--- src/rtl/pmul_pkg.sv ---
package pmul_pkg;
  localparam int OPW = 9;

  localparam logic [OPW-1:0] OP_BASIC  = 9'h031;
  localparam logic [OPW-1:0] OP_ALPHA_H = 9'h033;
  localparam logic [OPW-1:0] OP_ALPHA_L = 9'h035;
  localparam logic [OPW-1:0] OP_SEL_H  = 9'h036;
  localparam logic [OPW-1:0] OP_SEL_L  = 9'h037;
  localparam logic [OPW-1:0] OP_DBL_H  = 9'h038;
  localparam logic [OPW-1:0] OP_DBL_L  = 9'h039;

  typedef enum logic [1:0] {
    PM_NONE = 2'd0,
    PM_QUAD = 2'd1,
    PM_DBL  = 2'd2
  } pm_mode_e;
endpackage

--- src/rtl/pmul_route.sv ---
module pmul_route
  import pmul_pkg::*;
#(
  parameter int LANES = 4,
  parameter int FW    = 8,
  parameter int CW    = 16,
  parameter int DW    = 64
) (
  input  logic [OPW-1:0]            op,
  input  logic [DW-1:0]             a,
  input  logic [DW-1:0]             b,
  output pm_mode_e                  mode,
  output logic [LANES-1:0][FW-1:0]  fac,
  output logic [LANES-1:0][CW-1:0]  coef
);
  localparam int HALF = DW / 2;

  logic [CW-1:0] bcast_hi;
  logic [CW-1:0] bcast_lo;

  assign bcast_hi = b[HALF-1 -: CW];
  assign bcast_lo = b[CW-1:0];

  always_comb begin
    case (op)
      OP_BASIC, OP_ALPHA_H, OP_ALPHA_L, OP_SEL_H, OP_SEL_L: mode = PM_QUAD;
      OP_DBL_H, OP_DBL_L:                                  mode = PM_DBL;
      default:                                             mode = PM_NONE;
    endcase
  end

  for (genvar i = 0; i < LANES; i++) begin : g_lane
    localparam bit IN_DBL = (i < LANES / 2);
    always_comb begin
      fac[i]  = '0;
      coef[i] = '0;
      case (op)
        OP_BASIC: begin
          fac[i]  = a[FW*i +: FW];
          coef[i] = b[CW*i +: CW];
        end
        OP_ALPHA_H: begin
          fac[i]  = a[FW*i +: FW];
          coef[i] = bcast_hi;
        end
        OP_ALPHA_L: begin
          fac[i]  = a[FW*i +: FW];
          coef[i] = bcast_lo;
        end
        OP_SEL_H: begin
          fac[i]  = a[CW*i + FW +: FW];
          coef[i] = b[CW*i +: CW];
        end
        OP_SEL_L: begin
          fac[i]  = a[CW*i +: FW];
          coef[i] = b[CW*i +: CW];
        end
        OP_DBL_H: begin
          if (IN_DBL) begin
            fac[i]  = a[CW*i + FW +: FW];
            coef[i] = b[CW*i +: CW];
          end
        end
        OP_DBL_L: begin
          if (IN_DBL) begin
            fac[i]  = a[CW*i +: FW];
            coef[i] = b[CW*i +: CW];
          end
        end
        default: begin
          fac[i]  = '0;
          coef[i] = '0;
        end
      endcase
    end
  end
endmodule

--- src/rtl/pmul_lane.sv ---
module pmul_lane #(
  parameter int FW = 8,
  parameter int CW = 16
) (
  input  logic [FW-1:0] fac,
  input  logic [CW-1:0] coef,
  output logic [CW-1:0] res
);
  localparam int PW = FW + CW;

  logic signed [PW-1:0] prod;
  logic        [PW-1:0] rnd_sum;
  logic        [FW-1:0] unused_frac;

  // unsigned factor times signed coefficient fits PW signed bits
  assign prod = $signed({1'b0, fac}) * $signed(coef);

  // adding half an LSB of the kept field then truncating is round half up
  assign rnd_sum = prod + PW'(1 << (FW - 1));
  assign {res, unused_frac} = rnd_sum;
endmodule

--- src/rtl/pmul_place.sv ---
module pmul_place
  import pmul_pkg::*;
#(
  parameter int LANES = 4,
  parameter int CW    = 16,
  parameter int DW    = 64,
  parameter int DSH   = 7
) (
  input  pm_mode_e                 mode,
  input  logic [LANES-1:0][CW-1:0] lane_res,
  output logic [DW-1:0]            packed_res
);
  localparam int DLANES = LANES / 2;
  localparam int DLW    = DW / DLANES;

  logic [DW-1:0] quad_word;
  logic [DW-1:0] dbl_word;

  for (genvar i = 0; i < LANES; i++) begin : g_quad
    assign quad_word[CW*i +: CW] = lane_res[i];
  end

  for (genvar j = 0; j < DLANES; j++) begin : g_dbl
    assign dbl_word[DLW*j +: DLW] = DLW'({lane_res[j], DSH'(0)});
  end

  always_comb begin
    case (mode)
      PM_QUAD: packed_res = quad_word;
      PM_DBL:  packed_res = dbl_word;
      default: packed_res = '0;
    endcase
  end
endmodule

--- src/rtl/pmul8x16_unit.sv ---
module pmul8x16_unit
  import pmul_pkg::*;
#(
  parameter int LANES = 4,
  parameter int FW    = 8,
  parameter int CW    = 16,
  parameter int DW    = 64,
  parameter int DSH   = 7
) (
  input  logic           clk,
  input  logic           rst_n,
  input  logic           in_valid,
  input  logic [8:0]     op_code,
  input  logic [63:0]    opa,
  input  logic [63:0]    opb,
  output logic           out_valid,
  output logic [63:0]    result
);
  localparam int DLW = DW / (LANES / 2);
  localparam logic [DLW-1:0] DWIN = DLW'(((1 << CW) - 1) << DSH);
  localparam logic [DW-1:0]  DBL_MASK = {(LANES / 2){DWIN}};

  // reset synchronizer: asynchronous assert, synchronous release
  logic rst_meta;
  logic rst_n_i;

  always_ff @(posedge clk or negedge rst_n) begin
    if (!rst_n) begin
      rst_meta <= 1'b0;
      rst_n_i  <= 1'b0;
    end else begin
      rst_meta <= 1'b1;
      rst_n_i  <= rst_meta;
    end
  end

  // stage 0: routing
  pm_mode_e                 rt_mode;
  logic [LANES-1:0][FW-1:0] rt_fac;
  logic [LANES-1:0][CW-1:0] rt_coef;

  pmul_route #(.LANES(LANES), .FW(FW), .CW(CW), .DW(DW)) route_i (
    .op   (op_code),
    .a    (opa),
    .b    (opb),
    .mode (rt_mode),
    .fac  (rt_fac),
    .coef (rt_coef)
  );

  // stage 1 registers
  logic                     v_s1, v_s1_nxt;
  pm_mode_e                 mode_s1, mode_s1_nxt;
  logic [LANES-1:0][FW-1:0] fac_s1, fac_s1_nxt;
  logic [LANES-1:0][CW-1:0] coef_s1, coef_s1_nxt;
  logic                     ld_s1;

  assign ld_s1 = in_valid;

  always_comb begin
    v_s1_nxt    = in_valid;
    mode_s1_nxt = mode_s1;
    fac_s1_nxt  = fac_s1;
    coef_s1_nxt = coef_s1;
    if (ld_s1) begin
      mode_s1_nxt = rt_mode;
      fac_s1_nxt  = rt_fac;
      coef_s1_nxt = rt_coef;
    end
  end

  always_ff @(posedge clk or negedge rst_n_i) begin
    if (!rst_n_i) begin
      v_s1    <= 1'b0;
      mode_s1 <= PM_NONE;
      fac_s1  <= '0;
      coef_s1 <= '0;
    end else begin
      v_s1    <= v_s1_nxt;
      mode_s1 <= mode_s1_nxt;
      fac_s1  <= fac_s1_nxt;
      coef_s1 <= coef_s1_nxt;
    end
  end

  // stage 1 compute
  logic [LANES-1:0][CW-1:0] lane_res;
  logic [DW-1:0]            packed_res;

  for (genvar i = 0; i < LANES; i++) begin : g_mul
    pmul_lane #(.FW(FW), .CW(CW)) lane_i (
      .fac  (fac_s1[i]),
      .coef (coef_s1[i]),
      .res  (lane_res[i])
    );
  end

  pmul_place #(.LANES(LANES), .CW(CW), .DW(DW), .DSH(DSH)) place_i (
    .mode       (mode_s1),
    .lane_res   (lane_res),
    .packed_res (packed_res)
  );

  // stage 2 registers
  logic          v_s2_nxt;
  logic [DW-1:0] res_s2_nxt;

  always_comb begin
    v_s2_nxt   = v_s1;
    res_s2_nxt = result;
    if (v_s1) res_s2_nxt = packed_res;
  end

  always_ff @(posedge clk or negedge rst_n_i) begin
    if (!rst_n_i) begin
      out_valid <= 1'b0;
      result    <= '0;
    end else begin
      out_valid <= v_s2_nxt;
      result    <= res_s2_nxt;
    end
  end

  // valid walks through both stages one cycle each
  p_valid_s1_r8: assert property (@(posedge clk) disable iff (!rst_n_i)
    in_valid |=> v_s1);
  p_bubble_s1_r8: assert property (@(posedge clk) disable iff (!rst_n_i)
    !in_valid |=> !v_s1);
  p_valid_out_r8: assert property (@(posedge clk) disable iff (!rst_n_i)
    v_s1 |=> out_valid);
  p_hold_r8: assert property (@(posedge clk) disable iff (!rst_n_i)
    !v_s1 |=> $stable(result));
  // double forms leave everything outside the two windows clear
  p_dbl_zero_r6: assert property (@(posedge clk) disable iff (!rst_n_i)
    (v_s1 && mode_s1 == PM_DBL) |=> ((result & ~DBL_MASK) == '0));
  // unknown codes give zero
  p_unknown_zero_r7: assert property (@(posedge clk) disable iff (!rst_n_i)
    (v_s1 && mode_s1 == PM_NONE) |=> (result == '0));
endmodule

--- config.mk ---
export PLATFORM = sky130hd
export DESIGN_NAME = pmul8x16_unit
export DESIGN_NICKNAME = d
export VERILOG_FILES = /design/src/rtl/pmul_pkg.sv /design/src/rtl/pmul_route.sv /design/src/rtl/pmul_lane.sv /design/src/rtl/pmul_place.sv /design/src/rtl/pmul8x16_unit.sv
export SDC_FILE = /design/constraint.sdc
export NUM_CORES = 2
export LEC_CHECK = 0
export BUFFER_PORTS_ARGS = -buffer_cell sky130_fd_sc_hd__buf_2
export CAP_MARGIN = 20
export CORE_ASPECT_RATIO = 1.5
export CORE_UTILIZATION = 37
export CTS_CLUSTER_DIAMETER = 50
export CTS_CLUSTER_SIZE = 12
export DETAILED_ROUTE_END_ITERATION = 12
export MAX_ROUTING_LAYER = met4
export SYNTH_ARGS = -nofsm -noshare
export SYNTH_HDL_FRONTEND = slang
export SYNTH_HIERARCHICAL = 1
export SYNTH_SLANG_ARGS = --single-unit
--- constraint.sdc ---
create_clock -name clk -period 7.8 [get_ports clk]
set_clock_uncertainty 0.1 [all_clocks]
set_input_delay 1.17 -clock clk [delete_from_list [all_inputs] [get_ports clk]]
set_output_delay 1.17 -clock clk [all_outputs]
set_load 0.1 [all_outputs]
======== Word level (Yosys, flattened, before mapping) ========
Cells that the tools add are included.
word-level totals
  input bits .............................. 140
  memories ................................ 0
  bits in latches ......................... 0
  memory bits (read-only) ................. 0
  flip-flop bits (word level) ............. 166
  RAM bits ................................ 0
  output and inout port bits .............. 65
cells by class
  divide/modulo/power cells ............... 0
  multiply operators ...................... 4
  bitwise logic cells ..................... 0
  $lt $le $gt $ge ......................... 0
  mux-type cells .......................... 10
  reduce and logical (&&, ||, !) cells .... 9
  eq/ne operators ......................... 9
  add/subtract/negate cells ............... 4
  shifts and indexed selects .............. 0
operators with widths
  cell                                                             count
  64-bit case mux with 2 select lines                              1
  24-bit by 9-bit adder with 24-bit output, second input constant  4
  9-bit by 16-bit multiplier with 24-bit output                    4
  16-bit case mux with 3 select lines                              2
  8-bit case mux with 3 select lines                               3
  16-bit case mux with 2 select lines                              2
  9-bit by 6-bit == test with 1-bit output, second input constant  7
  8-bit case mux with 2 select lines                               1
  6-bit OR reduction                                               2
  5-bit OR reduction                                               2
  2-bit OR reduction                                               3
  3-bit OR reduction                                               2
  2-bit case mux with 2 select lines                               1
  2-bit by 1-bit == test with 1-bit output, second input constant  1
  2-bit == test, second input constant                             1

======== Logic depth before layout (Yosys ltp) ========
  word-level depth ........................ 3
  gate-level depth with buffers ........... 21
  depth with buffers taken out ............ 20

======== Cells and area by module ========
The synthesis kept the hierarchy.
by module, submodules not included
  module                       times used  sequential area each (sq um)  cells each  area an instance (sq um)
  pmul8x16_unit                1           4,154.0                       347         6,187.2
  pmul_lane (g_mul[0].lane_i)  1           0.0                           474         4,438.0
  pmul_lane (g_mul[3].lane_i)  1           0.0                           470         4,374.2
  pmul_lane (g_mul[1].lane_i)  1           0.0                           457         4,284.1
  pmul_lane (g_mul[2].lane_i)  1           0.0                           457         4,260.3
  pmul_route                   1           0.0                           398         2,462.4
  pmul_place                   1           0.0                           115         694.4

======== Worst setup path after synthesis ========
No wires, ideal clock.
  path kind ............................... flip-flop to flip-flop
  start point ............................. reg fac_s1[11] (netlist bit)
  end point ............................... reg result[48]
  path slack .............................. 2.131 ns
  buffers on the path ..................... 1
  cell stages (with the launch flop) ...... 21
  arrival ................................. 5.444 ns
  setup time .............................. 0.125 ns
  data required time ...................... 7.575 ns
  cell sequence ........................... dfrtp_1 > clkbuf_1 > nand2_1 > fa_1 > inv_1 > fa_1 > inv_1 > fa_1 > inv_1 > fa_1 > fa_1 > ha_1 > nand2_1 > or4_4 > a32oi_2 > a221o_1 > a41oi_1 > xnor2_1 > a22oi_1 > nor2_1 > mux2_2
RTL lines
  element                 RTL line              RTL
  start, declared         pmul8x16_unit.sv:54   logic [LANES-1:0][FW-1:0] fac_s1, fac_s1_nxt;
  start signal, assigned  pmul8x16_unit.sv:81   fac_s1 <= fac_s1_nxt;
  end signal, assigned    pmul8x16_unit.sv:120  result <= res_s2_nxt;
  end, declared           pmul8x16_unit.sv:17   output logic [63:0] result

==> run_results.csv <==
group,metric,value,unit
worst_hold_path,hold_path.class,"reg -> reg",
floorplanning,start_util,0.3736,
sta,finalHoldViolCount,0,
routing,wire_per_inst,20.41,µm
worst_setup_path,cp-start-kind,"flip-flop",
outcome,status,"finished, final reports clean",
routing,vias,19830,
placed_design,placed_area,28420,µm²
placed_design,port_buffers,204,
global_route,grt_max_degree,76,
sta,tns,0,ps
sta,slew_headroom,0.2968,
global_route,first_global_vias,20860,
flow_run,maxCapViolations,0,
synth,async_flop_share,1.000,
cts,cts_sinks,166,
routing,first_iter_violations,1077,
worst_setup_path,cpMostUsedCell,"fa_1",
synth,synth_area,26700,µm²
cts,path_clk_slew,70,ps
synth,synth_seq_cells,166,
routing,finalWirelength,76.99,mm
synth,synth_edf_count,0,
sta,min_period,6060,ps
layout,area_delta_synth_final,8.978,%
worst_setup_path,arrival,6320,ps
sta,tightest_slew,1034,ps
floorplanning,core_region_area,71470,µm²
layout,nets,3609,
floorplanning,design.die.area,73260,µm²
routing,drc,0,
routing,ant_nets,0,
worst_setup_path,critPathCaptureType,"flip-flop",
floorplanning,fp.dieW,221.3,µm
layout,drive_gt1_frac,0.1671,
pwr,irDropWorstVdd,0.1051,mV
global_route,track_usage,0.2222,
placed_design,placed_cells,3731,
synth,synthCells,2718,
cts,cts_tree,"yes",
cts,clk_latency,480,ps
cts,cts_setup_buffers,0,
floorplanning,io_pins,205,
floorplanning,die_y,331.0,µm
cts,cts_buffers,17,
cts,clk_path_buf_depth,2,
sta,slew_violations,0,
worst_setup_path,cp_cell_sequence,"nand2_1, fa_1, inv_1, fa_1, inv_1, fa_1, inv_1, fa_1, fa_1, ha_1, nand2_1, or4_4, a32oi_2, a221o_1, a41oi_1, xnor2_1, a22oi_1, nor2_1, mux2_2",
synth,ys_warn_count,6,
layout,final_cell_area,29100,µm²
worst_setup_path,crit_slowest_cell,"dfrtp_1",
layout,final_core_util,0.4071,
cts,htree_levels,4,
floorplanning,placementRows,120,
sta,max_freq,0.1650,GHz
cts,ctsHoldBuffers,0,
worst_setup_path,crit_path_max_incr_delay,750,ps
cts,cts_resized,0,
synth,yosysUniqueCellTypes,87,
layout,fin_cells,3772,
sta,min_period_over_period,0.7769,
worst_setup_path,critPathKind,"reg -> reg",
placed_design,dp_hpwl,63.16,mm
sta,grt_setup_unrepaired,"no",
cts,cts_root_buf,"clkbuf_16",
synth,synth.avg_cell_area,9.824,µm²
placed_design,place.gp.congestion,0.8541,
worst_setup_path,path_max_fanout,17,
synth,ys.flop_type,"dfrtp_1",
sta,setup_viol,0,
routing,drt-pass1-iter-count,5,
global_route,antenna_found_initial,10,
synth,syn-num-nets,3492,
global_route,grt_pass1_wl,121.2,mm
pwr,finalPower,0.002086,W
synth,yosysSeqAreaShare,0.1556,
routing,via_per_inst,5.258,
pwr,p_leak,15.81,nW
worst_setup_path,crit_required,8060,ps
pwr,powerDensity,71.69,nW/µm²
global_route,grt_remaining_overflow,0,
worst max-delay path, delay by kind of cell, from the launching register on:
kind                     cells  cell delay, ps
buffers and inverters        3             150
flip-flops                   1             750
AO/OA/AOI/OAI                4             860
XOR/XNOR                     1             160
AND/OR/NAND/NOR              4             850
adder cells (fa/ha/maj)      6            2780
multiplexers                 1             270
per-stage QoR:
step           setup slack [ps]  hold WS [ps]
6_report                   1740         259.0
3_3_place_gp               1808         239.8
5_1_grt                    1385         262.9
4_1_cts                    1743         261.4
2_1_floorplan              2131         231.2
3_5_place_dp               1756         246.5
per-layer routing:
layer	up-vias	global-route usage	wire (µm)
li1	9123	-	-
met1	10080	0.2841	34110
met2	545	0.3676	37010
met3	90	0.02698	3952
met4	0	0.06993	1917
met5	-	-	0
flip-flops by register name (all words and copies together), names as in the netlist:
signal and count:
mode_s1 2, fac_s1 32, out_valid 1, coef_s1 64, rst_n_i 1, result 64
v_s1 1, rst_meta 1
synth_stat cells, types with 12 or more instances:
master,count,area [µm²]
inv_1,343,1287
nand3b_1,18,135.1
clkbuf_1,72,270.3
and2_1,305,1908
xnor2_1,66,578.1
nand3_1,23,115.1
o21ai_0,84,420.4
o21ai_1,12,60.06
a32oi_1,16,140.1
a21boi_0,17,127.6
dfrtp_1,166,4154
buf_2,31,155.2
mux2_2,151,1700
fa_1,400,8008
and3_1,25,156.4
and3b_1,33,289.0
a21o_1,24,180.2
mux2_4,20,300.3
nor2_1,67,251.5
a21oi_1,106,530.5
xor2_1,23,201.4
o211ai_1,18,135.1
nand2_1,274,1028
a22oi_1,32,240.2
ha_1,234,2928
area by class of cell:
| type | instances | area (µm²) |
|---|---|---|
| Antenna cell | 9 | 22.52 |
| Clock buffer | 21 | 460.4 |
| Clock inverter | 11 | 195.2 |
| Fill cell | 7099 | 42370 |
| Inverter | 343 | 1287 |
| Multi-Input combinational cell | 2081 | 20640 |
| Sequential cell | 166 | 4159 |
| Tap cell | 915 | 1145 |
| Timing Repair Buffer | 226 | 1189 |
final timing paths:
check	to	cells after the start	slack (ps)	startpoint
min in group asynchronous	coef_s1[49]	0	270	rst_n_i
max in group asynchronous	coef_s1[5]	1	5980	rst_n_i
setup reg to reg	result[48]	19	1740	fac_s1[10]
hold / removal	rst_n_i	0	260	rst_meta
hold reg to reg	rst_n_i	0	260	rst_meta
setup / recovery	result[48]	19	1740	fac_s1[10]
cell families (layout without fill, tap and decap cells):
| kind of cell | Yosys count | count (layout) | share of synthesized area |
|---|---|---|---|
| buffers and inverters | 471 | 601 | 0.07212 |
| muxes | 181 | 181 | 0.07929 |
| DFF | 166 | 166 | 0.1556 |
| other | 1 | 10 | 0.0001404 |
| adders and majority gates | 634 | 634 | 0.4096 |
| and+or+nand+nor | 800 | 800 | 0.1614 |
| xor gates and xnor gates | 89 | 89 | 0.02919 |
| AOI/OAI and AO/OA | 376 | 376 | 0.09269 |
power by group:
| part | internal, W | switching (W) |
|---|---|---|
| logic | 0.0000786 | 0.000130 |
| clock network | 0.000587 | 0.000408 |
| registers | 0.000864 | 0.0000182 |
| total | 0.00153 | 0.000556 |
layout by cell type (no fill, tap or decap), types with 10 or more instances in the layout:
master / netlist / routed
nand3b_1: 18 / 18
xor2_1: 23 / 23
a21boi_0: 17 / 17
nor3_1: 11 / 11
xnor2_1: 66 / 66
o21ai_1: 12 / 12
ha_1: 234 / 234
and2_1: 305 / 305
a22oi_1: 32 / 32
and3_1: 25 / 25
mux2_4: 20 / 20
mux2_2: 151 / 151
o21ai_0: 84 / 84
buf_4: 9 / 23
a21o_1: 24 / 24
and3b_1: 33 / 33
o211ai_1: 18 / 18
a32oi_1: 16 / 16
nand3_1: 23 / 23
inv_1: 343 / 343
nor2_1: 67 / 67
a21oi_2: 10 / 10
buf_2: 31 / 203
dfrtp_1: 166 / 164
a21oi_1: 106 / 106
clkbuf_16: 0 / 17
nand2_1: 274 / 274
fa_1: 400 / 400
(Power assumes the default switching activity.)
